<file path="config.mk">
export PLATFORM = sky130hd
export DESIGN_NAME = spi_pt_cmd_tracker
export DESIGN_NICKNAME = d
export VERILOG_FILES = /design/src/rtl/spi_pt_pkg.sv /design/src/rtl/spi_pt_opcode_rx.sv /design/src/rtl/spi_pt_cmd_match.sv /design/src/rtl/spi_pt_phase_fsm.sv /design/src/rtl/spi_pt_cmd_tracker.sv
export SDC_FILE = /design/constraint.sdc
export NUM_CORES = 1
export LEC_CHECK = 0
export BUFFER_PORTS_ARGS = -buffer_cell sky130_fd_sc_hd__buf_4
export CORE_AREA = 5 5 172 174
export CTS_CLUSTER_DIAMETER = 80
export DETAILED_ROUTE_END_ITERATION = 8
export DIE_AREA = 0 0 177 179
export PLACE_DENSITY = 0.47
export SLEW_MARGIN = 10
export SYNTH_ARGS = -nofsm -noshare
export SYNTH_HDL_FRONTEND = slang
export SYNTH_SLANG_ARGS = --single-unit
</file>
<file path="constraint.sdc">
create_clock -name sck_i -period 2.8 [get_ports sck_i]
set_input_delay 0.14 -clock sck_i [delete_from_list [all_inputs] [get_ports sck_i]]
set_output_delay 0.14 -clock sck_i [all_outputs]
set_load 0.05 [all_outputs]
</file>
<file path="src/rtl/spi_pt_pkg.sv">
package spi_pt_pkg;
    localparam int OP_W       = 8;
    localparam int FILTER_W   = 1 << OP_W;
    localparam int ADDR3_BITS = 24;
    localparam int ADDR4_BITS = 32;
    localparam int MBYTE_BITS = 8;
    localparam int DUMMY_W    = 3;
    localparam int CNT_W      = $clog2(ADDR4_BITS);

    typedef enum logic [2:0] {
        PH_IDLE   = 3'd0,
        PH_FILTER = 3'd1,
        PH_ADDR   = 3'd2,
        PH_MBYTE  = 3'd3,
        PH_HIZ    = 3'd4,
        PH_WAIT   = 3'd5,
        PH_DRIVE  = 3'd6
    } phase_e;

    typedef struct packed {
        logic [1:0]         pipe_mode;
        logic               dir_out;
        logic [3:0]         pay_en;
        logic [DUMMY_W-1:0] dummy_m1;
        logic               dummy_en;
        logic               mbyte_en;
        logic [1:0]         addr_mode;
    } info_t;

    typedef struct packed {
        info_t             info;
        logic              valid;
        logic [OP_W-1:0]   opcode;
    } desc_t;

    localparam int DESC_W = $bits(desc_t);
endpackage

</file>
<file path="src/rtl/spi_pt_opcode_rx.sv">
module spi_pt_opcode_rx
    import spi_pt_pkg::*;
(
    input  logic            sck_i,
    input  logic            csb_i,
    input  logic            mosi_i,
    output logic            at7_o,
    output logic            at8_o,
    output logic [OP_W-2:0] op7_o,
    output logic [OP_W-1:0] op_full_o
);
    localparam int BC_W = $clog2(OP_W + 1);

    typedef struct packed {
        logic [BC_W-1:0] bitcnt;
        logic [OP_W-2:0] shift;
    } rx_t;

    rx_t rx_d, rx_q;

    always_comb begin
        rx_d = rx_q;
        if (rx_q.bitcnt != BC_W'(OP_W)) begin
            rx_d.bitcnt = rx_q.bitcnt + BC_W'(1);
            rx_d.shift  = {rx_q.shift[OP_W-3:0], mosi_i};
        end
    end

    always_ff @(posedge sck_i or posedge csb_i) begin
        if (csb_i) rx_q <= '0;
        else       rx_q <= rx_d;
    end

    assign at7_o     = (rx_q.bitcnt == BC_W'(OP_W - 2));
    assign at8_o     = (rx_q.bitcnt == BC_W'(OP_W - 1));
    assign op7_o     = {rx_q.shift[OP_W-3:0], mosi_i};
    assign op_full_o = {rx_q.shift, mosi_i};
endmodule

</file>
<file path="src/rtl/spi_pt_cmd_match.sv">
module spi_pt_cmd_match
    import spi_pt_pkg::*;
#(
    parameter int NUM_CMD = 8
) (
    input  logic                    sck_i,
    input  logic                    csb_i,
    input  logic                    at7_i,
    input  logic [OP_W-2:0]         op7_i,
    input  logic                    bit_i,
    input  logic [NUM_CMD*DESC_W-1:0] table_i,
    output logic                    sel_valid_o,
    output info_t                   sel_info_o
);
    desc_t              ent [NUM_CMD];
    logic [NUM_CMD-1:0] hit1_d, hit0_d, hit1_q, hit0_q, hits;

    for (genvar g = 0; g < NUM_CMD; g++) begin : g_ent
        assign ent[g]    = table_i[g*DESC_W +: DESC_W];
        assign hit1_d[g] = (ent[g].opcode == {op7_i, 1'b1});
        assign hit0_d[g] = (ent[g].opcode == {op7_i, 1'b0});
    end

    always_ff @(posedge sck_i or posedge csb_i) begin
        if (csb_i) begin
            hit1_q <= '0;
            hit0_q <= '0;
        end else if (at7_i) begin
            hit1_q <= hit1_d;
            hit0_q <= hit0_d;
        end
    end

    always_comb begin
        hits        = bit_i ? hit1_q : hit0_q;
        sel_valid_o = 1'b0;
        sel_info_o  = '0;
        for (int i = NUM_CMD - 1; i >= 0; i--) begin
            if (hits[i]) begin
                sel_valid_o = ent[i].valid;
                sel_info_o  = ent[i].info;
            end
        end
    end
endmodule

</file>
<file path="src/rtl/spi_pt_phase_fsm.sv">
module spi_pt_phase_fsm
    import spi_pt_pkg::*;
(
    input  logic                sck_i,
    input  logic                csb_i,
    input  logic                active_i,
    input  logic                at8_i,
    input  logic [OP_W-1:0]     op_full_i,
    input  logic [FILTER_W-1:0] filter_map_i,
    input  logic                sel_valid_i,
    input  info_t               sel_info_i,
    output phase_e              phase_o,
    output logic [1:0]          pipe_mode_o
);
    localparam logic [CNT_W-1:0] A4_LAST = CNT_W'(ADDR4_BITS - 1);
    localparam logic [CNT_W-1:0] A3_LAST = CNT_W'(ADDR3_BITS - 1);
    localparam logic [CNT_W-1:0] MB_LAST = CNT_W'(MBYTE_BITS - 1);

    typedef struct packed {
        phase_e           st;
        logic [CNT_W-1:0] cnt;
        info_t            info;
    } fsm_t;

    fsm_t fsm_d, fsm_q;

    always_comb begin
        fsm_d = fsm_q;
        case (fsm_q.st)
            PH_IDLE: begin
                if (at8_i) begin
                    fsm_d.info = sel_info_i;
                    if (filter_map_i[op_full_i]) begin
                        fsm_d.st = PH_FILTER;
                    end else if (!sel_valid_i) begin
                        fsm_d.st = PH_WAIT;
                    end else if (sel_info_i.addr_mode != 2'd0) begin
                        fsm_d.st  = PH_ADDR;
                        fsm_d.cnt = (sel_info_i.addr_mode == 2'd2) ? A4_LAST : A3_LAST;
                    end else if (sel_info_i.dummy_en) begin
                        fsm_d.st  = PH_HIZ;
                        fsm_d.cnt = CNT_W'(sel_info_i.dummy_m1);
                    end else if ((sel_info_i.pay_en != 4'd0) && sel_info_i.dir_out) begin
                        fsm_d.st = PH_DRIVE;
                    end else begin
                        fsm_d.st = PH_WAIT;
                    end
                end
            end
            PH_ADDR: begin
                if (fsm_q.cnt != '0) begin
                    fsm_d.cnt = fsm_q.cnt - CNT_W'(1);
                end else if (fsm_q.info.mbyte_en) begin
                    fsm_d.st  = PH_MBYTE;
                    fsm_d.cnt = MB_LAST;
                end else if (fsm_q.info.dummy_en) begin
                    fsm_d.st  = PH_HIZ;
                    fsm_d.cnt = CNT_W'(fsm_q.info.dummy_m1);
                end else if ((fsm_q.info.pay_en != 4'd0) && fsm_q.info.dir_out) begin
                    fsm_d.st = PH_DRIVE;
                end else begin
                    fsm_d.st = PH_WAIT;
                end
            end
            PH_MBYTE: begin
                if (fsm_q.cnt != '0) begin
                    fsm_d.cnt = fsm_q.cnt - CNT_W'(1);
                end else begin
                    fsm_d.st  = PH_HIZ;
                    fsm_d.cnt = CNT_W'(fsm_q.info.dummy_m1);
                end
            end
            PH_HIZ: begin
                if (fsm_q.cnt != '0) begin
                    fsm_d.cnt = fsm_q.cnt - CNT_W'(1);
                end else begin
                    fsm_d.st = fsm_q.info.dir_out ? PH_DRIVE : PH_WAIT;
                end
            end
            PH_FILTER, PH_WAIT, PH_DRIVE: fsm_d.st = fsm_q.st;
            default: begin
                fsm_d.st  = PH_IDLE;
                fsm_d.cnt = '0;
            end
        endcase
        if (!active_i) begin
            fsm_d.st  = PH_IDLE;
            fsm_d.cnt = '0;
        end
    end

    always_ff @(posedge sck_i or posedge csb_i) begin
        if (csb_i) fsm_q <= '{st: PH_IDLE, cnt: '0, info: '0};
        else       fsm_q <= fsm_d;
    end

    assign phase_o     = fsm_q.st;
    assign pipe_mode_o = fsm_q.info.pipe_mode;
endmodule

</file>
<file path="src/rtl/spi_pt_cmd_tracker.sv">
module spi_pt_cmd_tracker
    import spi_pt_pkg::*;
#(
    parameter int NUM_CMD = 8
) (
    input  logic                      sck_i,
    input  logic                      csb_i,
    input  logic                      mosi_i,
    input  logic                      pt_mode_i,
    input  logic                      pt_block_i,
    input  logic [FILTER_W-1:0]       filter_map_i,
    input  logic [NUM_CMD*DESC_W-1:0] cmd_table_i,
    output logic [2:0]                phase_o,
    output logic                      host_drive_o,
    output logic                      dn_oe_o,
    output logic                      dn_csb_force_o,
    output logic [1:0]                rd_pipe_mode_o
);
    logic            active;
    logic            at7, at8;
    logic [OP_W-2:0] op7;
    logic [OP_W-1:0] op_full;
    logic            sel_valid;
    info_t           sel_info;
    phase_e          phase;

    assign active = pt_mode_i & ~pt_block_i;

    spi_pt_opcode_rx u_rx (
        .sck_i     (sck_i),
        .csb_i     (csb_i),
        .mosi_i    (mosi_i),
        .at7_o     (at7),
        .at8_o     (at8),
        .op7_o     (op7),
        .op_full_o (op_full)
    );

    spi_pt_cmd_match #(.NUM_CMD(NUM_CMD)) u_match (
        .sck_i       (sck_i),
        .csb_i       (csb_i),
        .at7_i       (at7),
        .op7_i       (op7),
        .bit_i       (mosi_i),
        .table_i     (cmd_table_i),
        .sel_valid_o (sel_valid),
        .sel_info_o  (sel_info)
    );

    spi_pt_phase_fsm u_fsm (
        .sck_i        (sck_i),
        .csb_i        (csb_i),
        .active_i     (active),
        .at8_i        (at8),
        .op_full_i    (op_full),
        .filter_map_i (filter_map_i),
        .sel_valid_i  (sel_valid),
        .sel_info_i   (sel_info),
        .phase_o      (phase),
        .pipe_mode_o  (rd_pipe_mode_o)
    );

    always_comb begin
        case (phase)
            PH_IDLE, PH_ADDR, PH_MBYTE, PH_DRIVE: host_drive_o = 1'b1;
            default:                              host_drive_o = 1'b0;
        endcase
    end

    assign phase_o        = phase;
    assign dn_oe_o        = host_drive_o & active & ~csb_i;
    assign dn_csb_force_o = (phase == PH_FILTER);
endmodule

</file>
==> results.txt <==
Status - finished with violations
Failing checks - negative setup slack
Clock-pin slew on the worst setup and hold paths - 0.06 ns
Gpl congestion - 0.9110
R2r worst-path depth - 10
Worst-Margin Slew - 0.7367 ns
Peak VDD IR - 0.0002089 V
Final min period - 2.811 ns
Ys Warns - 0
Via count - 8191
Cell Chain, Critical Path - buf_8, buf_12, buf_6, mux4_2, mux2i_4, o21bai_2, o41ai_4, o22ai_4, o21ai_4, mux2_4
Gr usage total - 21.86%
Avg Cell Area, Syn - 9.154 µm²
I/O Buffers - 452
Core area - 27630 µm²
CP Class - register to register
Avg WL per Cell - 22.88 µm
Synth cell count leaders - nand2_1 (71), mux4_2 (56), dfrtp_1 (47), nor2_1 (40), xnor2_1 (38)
Hold Violations, Final - 0
Synthesized instance count - 731
Synth Register Bits - 47
Post-route DRC - 0
Sum Neg Setup Slack - -0.03307 ns
CP bufs+invs - 3
Yosys cell types - 80
Post-synthesis net count - 1180
HPWL after detailed placement - 31620 µm
H-Tree Depth - 2
Register cell area after layout - 1181 µm²
Slowest stage delay, CP - 0.56 ns
Nets@finish - 1662
CP max FO - 7
Area Overhead vs Synth - 67.91%
Hold Path Class - input pin to async pin
First-pass GRT wire length - 52790 µm
Vias in the first global route - 8722
Top FF cell, synth - dfrtp_1
Pwr per Cell Area - 245.0 nW/µm²
Iteration-0 DRC Markers - 602
Drt total wl - 36420 µm
Register area share after synthesis - 17.58%
Final WS setup - -0.01149 ns
Post-synth EDFFs - 0
Unrepaired setup endpoints after global routing - yes
Worst EP required - 2.98 ns
Mapped cell area - 6691 µm²
I/O Pins - 453
CP startpoint kind - register
CP delay by family, top - compound AO/OA/AOI/OAI gates
RR Startpoint - u_rx.op7_o[2]
Register-to-Register Setup Slack - -0.01 ns
Area leader, netlist - mux4_2
Slew HR - 50.44%
Pin count of the biggest net entering global routing - 48
Ys async rst share - 100.0%
TritonCTS clock tree - built
Crit end category - register
Clock Path Buffers - 2
CP max-delay cell - dfrtp_4
Final ANT Viol Nets - 0
First-pass DRT Iterations - 6
CTS Buf Count - 5
FP Rows - 61
Total Power - 2753 µW
Die Ht - 179 µm
Max Freq - 0.3557 GHz
Share of Yosys cell area claimed by the top area cell type - 18.85%
Max Slew Vio Count - 0
Die area - 31680 µm²
Via density - 5.145
Worst EP arrival - 2.99 ns
Clock Latency Late Sink - 0.30 ns
Layout cells sized above 1 - 55.15%
Skew final - 0.008382 ns
Chip width - 177 µm
Worst slack at placement - -0.09778 ns
Final worst-path cycle share - 100.4%
Dominant cells by area after synthesis - mux4_2 (19%), dfrtp_1 (18%), xnor2_1 (5.0%), nand2_1 (4.0%), mux2i_1 (3.0%)
Leakage Power - 0.005047 µW
Reg-to-reg endpoint - u_fsm.fsm_q[17]
Initial Utilization - 24.22%
Antenna violations before repair - 2
Total gr overflow - 0
Fillers - 2863
Root buffer cell - clkbuf_16
Most numerous cell in the Yosys netlist - nand2_1
Max Cap Viol - 0
Final setup fails - 3
Clk sinks - 47
Multi-input gate area - 5215 µm²
-- timing repair --
| item | in CTS | in global routing |
|---|---|---|
| endpoints found under the setup margin | 7 | 8 |
| gates cloned | 0 | 1 |
| setup buffers | 6 | 1 |
| endpoints found under the hold margin | 0 | 0 |
| pin swaps | 10 | 12 |
| hold buffers | 0 | 0 |
| resized for setup | 23 | 16 |
-- layout make-up --
cell class / instances / area share [%]
clock inverters: 1 / 0.04454
well taps: 378 / 4.209
repair buffers: 537 / 36.83
clock buffers: 6 / 1.236
flip-flops and latches: 47 / 10.51
multi-input cells: 600 / 46.41
inverters: 22 / 0.7350
diodes: 1 / 0.02227
-- worst register-to-register path, stage by stage, from the launching register on --
cell and delay (ns):
dfrtp_4 0.56, buf_8 0.17, buf_12 0.14, buf_6 0.13, mux4_2 0.31, mux2i_4 0.18
o21bai_2 0.11, o41ai_4 0.40, o22ai_4 0.14, o21ai_4 0.23, mux2_4 0.32
-- registers in the layout, indices dropped and copies added (netlist names) --
register           count
u_fsm.fsm_q           15
u_match.hit0_q         8
u_match.hit1_q         8
u_rx.op7_o             6
u_rx.rx_q              4
u_fsm.phase_o          3
u_fsm.pipe_mode_o      2
u_rx.op_full_o         1
-- kinds of logic (layout without fill, tap and decap cells) --
group / after synthesis / count (layout) / synth area share, %
buf+inv: 84 / 566 / 6.937
flops: 47 / 47 / 17.58
other cells: 0 / 1 / 0
xor+xnor: 60 / 60 / 7.853
mux: 94 / 94 / 25.37
compound gates: 225 / 225 / 25.22
simple gates: 217 / 217 / 16.29
fa+ha+maj: 4 / 4 / 0.7480
-- routing by layer --
metal / vias to the layer above / global-route usage, % / routed length [µm]
met5: - / 0 / 7
met4: 2 / 4.642 / 612
met3: 39 / 5.715 / 2732
met2: 342 / 35.36 / 17440
met1: 3974 / 29.56 / 15630
li1: 3834 / - / -
-- cells in the final DEF, fill, tap and decap left out, types with 10 or more instances in the layout --
| cell | instances |
|---|---|
| nor2b_1 | 15 |
| mux4_2 | 56 |
| o21ai_0 | 37 |
| a22oi_1 | 13 |
| xor2_1 | 22 |
| inv_1 | 20 |
| a211oi_1 | 12 |
| nor3_1 | 12 |
| mux2i_1 | 19 |
| o22ai_1 | 14 |
| mux2_2 | 10 |
| nor2_1 | 40 |
| a32o_1 | 15 |
| xnor2_1 | 38 |
| dfrtp_1 | 45 |
| buf_4 | 526 |
| a221oi_1 | 12 |
| nand3_1 | 20 |
| a21oi_1 | 28 |
| nand2_1 | 69 |
-- worst max path at each step --
stage | end | depth (start not counted) | from
2_1_floorplan | u_fsm.fsm_q[14] | 9 | u_rx.op7_o[2]
3_3_place_gp | u_fsm.fsm_q[14] | 9 | u_rx.op7_o[2]
3_5_place_dp | u_fsm.fsm_q[14] | 9 | u_rx.op7_o[2]
4_1_cts | u_fsm.fsm_q[18] | 8 | u_rx.op7_o[2]
5_1_grt | u_fsm.fsm_q[14] | 9 | u_rx.op7_o[2]
6_report | u_fsm.fsm_q[17] | 10 | u_rx.op7_o[2]
-- power breakdown --
part           switching (µW)  internal [µW]  leakage, µW
clock                     253            349    0.0000727
combinational             572            815      0.00436
sequential               48.4            716     0.000616
-- metrics by stage --
step / cells / instance area [µm²] / util (%) / hold slack [ns]
2_1_floorplan: 731 / 6691 / - / 0.2475
3_3_place_gp: 1576 / 10810 / 39.14 / 0.3469
3_5_place_dp: 1576 / 10810 / 39.14 / 0.3641
4_1_cts: 1589 / 11120 / 40.26 / 0.04317
5_1_grt: 1592 / 11240 / 40.67 / 0.06124
6_report: 1592 / 11240 / 40.67 / 0.04224
No activity file was read; power rests on OpenSTA's default activity.
